==> src/rtl/lcd_pkg.sv <==
package lcd_pkg;

  typedef enum logic [1:0] {
    LV_RST  = 2'b00,
    LV_SEL  = 2'b01,
    LV_NSEL = 2'b10,
    LV_HIZ  = 2'b11
  } lvl_t;

endpackage

==> src/rtl/lcd_phase_seq.sv <==
module lcd_phase_seq #(
  parameter int NCOM = 4,
  parameter int PH_W = $clog2(NCOM),
  parameter int NC_W = $clog2(NCOM + 1)
) (
  input  logic            clk,
  input  logic            rst,
  input  logic            run,
  input  logic            accept,
  input  logic            commit,
  input  logic [1:0]      duty,
  output logic [PH_W-1:0] lat_phase,
  output logic [NC_W-1:0] lat_ncom,
  output logic            frame_pol
);

  logic            live;
  logic [PH_W-1:0] cur_phase;
  logic [NC_W-1:0] cur_ncom;
  logic            cur_pol;
  logic            lat_pol;

  logic [NC_W-1:0] req_ncom;
  logic [NC_W-1:0] inc;
  logic            wrap;
  logic [PH_W-1:0] nxt_phase;
  logic            nxt_pol;

  assign req_ncom = NC_W'(duty) + NC_W'(1);
  assign inc      = NC_W'(cur_phase) + NC_W'(1);
  assign wrap     = (inc >= req_ncom);

  always_comb begin
    if (!live) begin
      nxt_phase = '0;
      nxt_pol   = 1'b0;
    end else begin
      nxt_phase = wrap ? '0 : inc[PH_W-1:0];
      nxt_pol   = wrap ? ~cur_pol : cur_pol;
    end
  end

  always_ff @(posedge clk) begin
    if (rst || !run) begin
      live      <= 1'b0;
      cur_phase <= '0;
      cur_ncom  <= '0;
      cur_pol   <= 1'b0;
      lat_phase <= '0;
      lat_ncom  <= '0;
      lat_pol   <= 1'b0;
    end else begin
      if (accept) begin
        lat_phase <= nxt_phase;
        lat_ncom  <= req_ncom;
        lat_pol   <= nxt_pol;
      end
      if (commit) begin
        live      <= 1'b1;
        cur_phase <= lat_phase;
        cur_ncom  <= lat_ncom;
        cur_pol   <= lat_pol;
      end
    end
  end

  assign frame_pol = cur_pol;

  // the shown phase never reaches the common count it was scheduled with
  a_r7_phase_in_range: assert property (@(posedge clk) disable iff (rst)
    live |-> (NC_W'(cur_phase) < cur_ncom));

  // a later frame that restarts at phase 0 flips the polarity
  a_r8_pol_flip: assert property (@(posedge clk) disable iff (rst)
    (commit && run && live && lat_phase == '0) |=> (cur_pol != $past(cur_pol)));

endmodule

==> src/rtl/lcd_fetch.sv <==
module lcd_fetch #(
  parameter int             NBYTE  = 20,
  parameter int             BYTE_W = 8,
  parameter int             ADDR_W = 8,
  parameter logic [ADDR_W-1:0] BASE = 8'h40
) (
  input  logic                    clk,
  input  logic                    rst,
  input  logic                    run,
  input  logic                    start_req,
  input  logic [BYTE_W-1:0]       ram_rdata,
  output logic                    ram_re,
  output logic [ADDR_W-1:0]       ram_addr,
  output logic                    accept,
  output logic                    commit,
  output logic [NBYTE*BYTE_W-1:0] stage_flat
);

  localparam int IW = (NBYTE > 1) ? $clog2(NBYTE) : 1;
  localparam logic [IW-1:0] LAST = IW'(NBYTE - 1);

  logic [IW-1:0]     cnt;
  logic              cap_v;
  logic [IW-1:0]     cap_i;
  logic              busy;
  logic [BYTE_W-1:0] stage_mem [NBYTE];

  assign busy   = ram_re | cap_v | commit;
  assign accept = start_req & run & ~busy;

  always_ff @(posedge clk) begin
    if (rst || !run) begin
      ram_re   <= 1'b0;
      ram_addr <= BASE;
      cnt      <= '0;
      cap_v    <= 1'b0;
      cap_i    <= '0;
      commit   <= 1'b0;
    end else begin
      cap_v  <= ram_re;
      cap_i  <= cnt;
      commit <= cap_v && (cap_i == LAST);
      if (accept) begin
        ram_re   <= 1'b1;
        ram_addr <= BASE;
        cnt      <= '0;
      end else if (ram_re) begin
        if (cnt == LAST) begin
          ram_re <= 1'b0;
        end else begin
          cnt      <= cnt + IW'(1);
          ram_addr <= ram_addr + ADDR_W'(1);
        end
      end
    end
  end

  // single write port, one byte per cycle
  always_ff @(posedge clk) begin
    if (cap_v && run) stage_mem[cap_i] <= ram_rdata;
  end

  for (genvar b = 0; b < NBYTE; b++) begin : g_flat
    assign stage_flat[b*BYTE_W +: BYTE_W] = stage_mem[b];
  end

  // reads within one fetch walk upward one address per cycle
  a_r3_addr_step: assert property (@(posedge clk) disable iff (rst)
    (ram_re && $past(ram_re)) |-> (ram_addr == $past(ram_addr) + ADDR_W'(1)));

  // every fetch opens at the window base
  a_r3_first_addr: assert property (@(posedge clk) disable iff (rst)
    $rose(ram_re) |-> (ram_addr == BASE));

  // a fetch only begins from an idle engine
  a_r10_no_restart: assert property (@(posedge clk) disable iff (rst)
    $rose(ram_re) |-> !$past(busy));

  // the update pulse never overlaps reading
  a_r4_commit_after_reads: assert property (@(posedge clk) disable iff (rst)
    commit |-> !ram_re);

endmodule

==> src/rtl/lcd_level_map.sv <==
module lcd_level_map
  import lcd_pkg::*;
#(
  parameter int NSEG = 40,
  parameter int NCOM = 4,
  parameter int PH_W = $clog2(NCOM),
  parameter int NC_W = $clog2(NCOM + 1),
  parameter int BYTE_W = 2 * NCOM
) (
  input  logic                       clk,
  input  logic                       rst,
  input  logic                       run,
  input  logic                       commit,
  input  logic [PH_W-1:0]            phase,
  input  logic [NC_W-1:0]            ncom,
  input  logic [(NSEG/2)*BYTE_W-1:0] stage_flat,
  output logic [2*NCOM-1:0]          com_lvl,
  output logic [2*NSEG-1:0]          seg_lvl
);

  logic [2*NCOM-1:0] com_n;
  logic [2*NSEG-1:0] seg_n;
  logic [NCOM-1:0]   com_is_sel;

  for (genvar c = 0; c < NCOM; c++) begin : g_com
    assign com_n[2*c +: 2] = (NC_W'(c) >= ncom)  ? LV_HIZ :
                             (phase == PH_W'(c)) ? LV_SEL : LV_NSEL;
    assign com_is_sel[c]   = (com_lvl[2*c +: 2] == LV_SEL);
  end

  for (genvar s = 0; s < NSEG; s++) begin : g_seg
    logic [NCOM-1:0] nib;
    assign nib = stage_flat[(s/2)*BYTE_W + (s%2)*NCOM +: NCOM];
    assign seg_n[2*s +: 2] = nib[phase] ? LV_SEL : LV_NSEL;
  end

  always_ff @(posedge clk) begin
    if (rst || !run) begin
      com_lvl <= '0;
      seg_lvl <= '0;
    end else if (commit) begin
      com_lvl <= com_n;
      seg_lvl <= seg_n;
    end
  end

  // at most one common is selected at any time
  a_r5_one_select: assert property (@(posedge clk) disable iff (rst)
    $onehot0(com_is_sel));

  // a cycle without a valid setting leaves every line at reset level
  a_r2_park: assert property (@(posedge clk) disable iff (rst)
    !$past(run) |-> (com_lvl == '0 && seg_lvl == '0));

  // outputs hold between update pulses
  a_r4_hold: assert property (@(posedge clk) disable iff (rst)
    ($past(run) && !$past(commit)) |-> ($stable(com_lvl) && $stable(seg_lvl)));

endmodule

==> src/rtl/lcd_mux_driver.sv <==
module lcd_mux_driver #(
  parameter int NSEG   = 40,
  parameter int NCOM   = 4,
  parameter int ADDR_W = 8,
  parameter logic [ADDR_W-1:0] BASE = 8'h40,
  parameter int PH_W   = $clog2(NCOM),
  parameter int NC_W   = $clog2(NCOM + 1),
  parameter int BYTE_W = 2 * NCOM
) (
  input  logic              clk,
  input  logic              rst,
  input  logic              lcd_tick,
  input  logic              lcd_en,
  input  logic [1:0]        duty_sel,
  input  logic [BYTE_W-1:0] ram_rdata,
  output logic              ram_re,
  output logic [ADDR_W-1:0] ram_addr,
  output logic [2*NCOM-1:0] com_lvl,
  output logic [2*NSEG-1:0] seg_lvl,
  output logic              frame_pol
);

  localparam int NBYTE = NSEG / 2;

  logic                    run;
  logic                    accept;
  logic                    commit;
  logic [PH_W-1:0]         lat_phase;
  logic [NC_W-1:0]         lat_ncom;
  logic [NBYTE*BYTE_W-1:0] stage_flat;

  assign run = lcd_en && (duty_sel != 2'b00);

  lcd_fetch #(
    .NBYTE(NBYTE), .BYTE_W(BYTE_W), .ADDR_W(ADDR_W), .BASE(BASE)
  ) u_fetch (
    .clk(clk), .rst(rst), .run(run), .start_req(lcd_tick),
    .ram_rdata(ram_rdata), .ram_re(ram_re), .ram_addr(ram_addr),
    .accept(accept), .commit(commit), .stage_flat(stage_flat)
  );

  lcd_phase_seq #(
    .NCOM(NCOM), .PH_W(PH_W), .NC_W(NC_W)
  ) u_seq (
    .clk(clk), .rst(rst), .run(run), .accept(accept), .commit(commit),
    .duty(duty_sel), .lat_phase(lat_phase), .lat_ncom(lat_ncom),
    .frame_pol(frame_pol)
  );

  lcd_level_map #(
    .NSEG(NSEG), .NCOM(NCOM), .PH_W(PH_W), .NC_W(NC_W), .BYTE_W(BYTE_W)
  ) u_map (
    .clk(clk), .rst(rst), .run(run), .commit(commit), .phase(lat_phase),
    .ncom(lat_ncom), .stage_flat(stage_flat), .com_lvl(com_lvl),
    .seg_lvl(seg_lvl)
  );

endmodule

==> config.mk <==
export PLATFORM = sky130hd
export DESIGN_NAME = lcd_mux_driver
export DESIGN_NICKNAME = d
export VERILOG_FILES = /design/src/rtl/lcd_pkg.sv /design/src/rtl/lcd_phase_seq.sv /design/src/rtl/lcd_fetch.sv /design/src/rtl/lcd_level_map.sv /design/src/rtl/lcd_mux_driver.sv
export SDC_FILE = /design/constraint.sdc
export NUM_CORES = 1
export LEC_CHECK = 0
export BUFFER_PORTS_ARGS = -buffer_cell sky130_fd_sc_hd__buf_2
export CAP_MARGIN = 5
export CORE_AREA = 10 10 149 151
export DETAILED_ROUTE_END_ITERATION = 8
export DIE_AREA = 0 0 159 161
export HOLD_SLACK_MARGIN = 0.05
export PLACE_DENSITY = 0.74
export SYNTH_ARGS = -nofsm -noshare
export SYNTH_HDL_FRONTEND = slang
export SYNTH_SLANG_ARGS = --single-unit
==> constraint.sdc <==
create_clock -name clk -period 3.3 [get_ports clk]
set_clock_uncertainty 0.2 [all_clocks]
set_input_delay 0.495 -clock clk [delete_from_list [all_inputs] [get_ports clk]]
set_output_delay 0.495 -clock clk [all_outputs]
set_load 0.005 [all_outputs]
==> out/summary.txt <==
Critical path startpoint category - input port
Die H - 161 um
Fmax - 414 MHz
Final Hold Fails - 0
Layout cell share with drive strength beyond 1 - 28.0%
Clock sink count - 279
DRT iter0 DRCs - 433
Clock Tree Buf Depth - 3
Final Critical Period - 2.42 ns
Max incr delay on CP - 0.72 ns
Post-CTS setup buffers - 0
R2R Path Start - u_fetch.cap_v$_SDFF_PP0_
Post_cts resized - 0
CP max FO - 8
Clk_lat worst skew - 0.52 ns
Antenna Cells - 0
Crit end category - register
Crit path arrival time - 2.36 ns
Power density cells - 572 nW/um^2
Post-Route WL - 22.1 mm
Overall power - 6.91 mW
Post-Syn Area - 10400 sq um
Worst EP required - 3.25 ns
Worst path bufs/invs - 2
Worst slew pin tran - 0.691 ns
H-tree depth - 1
Multi-input logic area - 2930 sq um
IO Pins - 112
DIE AREA - 25600 sq um
Residual DRC - 0
Drt pass-1 iters - 4
CTS tree - yes
Congestion Overflow GR - 0
Slew headroom - 53.9%
Wirelength per Cell - 19.7 um
TNS Setup - 0 ns
CORE AREA - 19200 sq um
Max-Cap Viols - 0
Global-route wire length before repair - 35.1 mm
Most frequent cells in the layout - edfxtp_1 (160), dfxtp_1 (116), buf_2 (111), a21oi_1 (72), nand2_1 (55)
Pin count of the biggest net entering global routing - 73
Register area share after synthesis - 69.3%
Num CTS Buffers - 27
Vias per cell - 5.42
Final WS setup - 0.883 ns
Nets - 856
Via count - 6068
Synth Instances - 722
DIE WIDTH - 159 um
Overall Global Routing Usage - 16.9%
Initial Util - 54.0%
Port buffer count - 111
Syn_nets - 744
Post-synth top flop - edfxtp_1
Pleak - 4.22 nW
Hold Startpoint - duty_sel[0]
Row cnt - 51
Reg2reg setup slack - 1.03 ns
Register area - 7190 sq um
CP Cell Sequence - buf_2 > inv_1 > ha_1 > nand2b_1 > or4b_1 > nor2_1
Maximum vdd drop - 0.369 mV
Clock transition at path regs - 0.06 ns
Setup Crit Path Kind - in -> reg
Post-synth EDFFs - 160
Synth Register Bits - 279
Most common cell after layout, fill and taps aside - edfxtp_1
Async SR Flop Fraction - 0%
Detail Placement HPWL - 13.9 mm
RSZ-0062 raised after global routing - false
Critical path origin - duty_sel[0]
Distinct cells, synth - 46
Filler cells - 1393
Vias in the first global route - 6299
CP delay by family, top - simple AND/OR/NAND/NOR gates
Final slew viol count - 0
RePlAce Congestion - 0.768
Root Buffer - clkbuf_16
Synth warn - 0
Final core occ - 62.9%
Detail Route Antenna Nets - 0
Final Setup Violations - 0
Hold Crit Class - in -> reg
P&R area growth vs syn - 16.6%
Status - finished, final reports clean
Critical-path top delay cell - or4b_1
Period Utilization, post-route - 73.2%
Setup WS pre-CTS - 0.312 ns
Post-Syn Area per Cell - 14.4 sq um
Initial antenna violation count - 0
==> synthesized netlist by cell type, types with 5 or more instances <==
library cell  count  share of area, %
nand2b_1         42               2.5
o21ai_0          40               1.9
buf_2            17              0.82
nand3_1           6              0.29
a21oi_1          72               3.5
inv_1             6              0.22
o21ai_1           5              0.24
nor2_1           44               1.6
mux4_2           40               8.7
dfxtp_1         119                23
nand2_1          55               2.0
clkbuf_1         21              0.76
ha_1              8              0.97
xor2_1            8              0.68
a21oi_2          20               1.7
and2_1            7              0.42
edfxtp_1        160                46
==> flip-flops by register name, summed over array words and instances, names as in the netlist, 2 cells and up <==
register / flops
u_fetch.ram_addr: 8
u_fetch.cnt: 5
u_fetch.cap_i: 5
u_map.com_lvl: 8
u_fetch.stage_mem: 160
u_map.seg_lvl: 80
u_seq.lat_ncom: 3
u_seq.cur_phase: 2
u_seq.lat_phase: 2
==> report_power, final <==
group / switching (mW) / internal, mW / leakage, nW
Combinational: 0.0810 / 0.0200 / 1.37
Clock: 1.21 / 1.93 / 0.446
Sequential: 0.00266 / 3.67 / 2.40
==> logic make-up after synthesis <==
family | share of synthesized area (%)
AND/OR/NAND/NOR | 9.05
buffers and inverters | 2.46
flip-flops | 69.3
adder cells (fa/ha/maj) | 0.966
multiplexers | 8.98
AO/OA/AOI/OAI | 8.29
XOR/XNOR | 0.929
==> layer usage <==
layer	vias up	global-route usage [%]	part of all wire [%]
li1	2875	-	-
met1	2990	20.7	41
met2	180	29.7	51
met3	23	3.71	6.2
met4	0	4.38	1.5
met5	-	0	0
==> final cells by class <==
| class | instances | share of cell area, % |
|---|---|---|
| Inverter | 6 | 0.186 |
| Clock buffer | 44 | 6.79 |
| Multi-Input combinational cell | 392 | 24.3 |
| Sequential cell | 279 | 59.5 |
| Tap cell | 265 | 2.74 |
| Clock inverter | 5 | 0.849 |
| Timing Repair Buffer | 128 | 5.67 |
==> worst min-delay path: cells and delay by family <==
| family | cells | cell delay, ns |
|---|---|---|
| buffers and inverters | 2 | 0.15 |
| AND/OR/NAND/NOR | 2 | 0.15 |
==> stage by stage <==
step / cells / hold WS (ns) / cell area (sq um)
6_report: 1119 / 0.127 / 12100
5_1_grt: 1119 / 0.149 / 12100
4_1_cts: 1119 / 0.108 / 12100
3_5_place_dp: 1069 / 0.258 / 11200
3_3_place_gp: 1069 / 0.256 / 11200
2_1_floorplan: 722 / 0.234 / 10400
==> worst paths after layout <==
| path | to | depth (start not counted) |
|---|---|---|
| worst max-delay path | u_fetch.stage_mem[12][0]$_DFFE_PP_ | 6 |
| worst min-delay path | u_seq.lat_ncom[0]$_SDFFE_PP0P_ | 4 |
| worst min register to register | u_map.seg_lvl[4]$_SDFFE_PP0P_ | 2 |
| worst max register to register | u_fetch.stage_mem[12][0]$_DFFE_PP_ | 2 |
==> what timing repair did <==
item	in CTS	in global routing
setup endpoints to repair	0	0
hold buffers	1	0
hold endpoints to repair	1	0
Power figures use the tool's default switching activity.
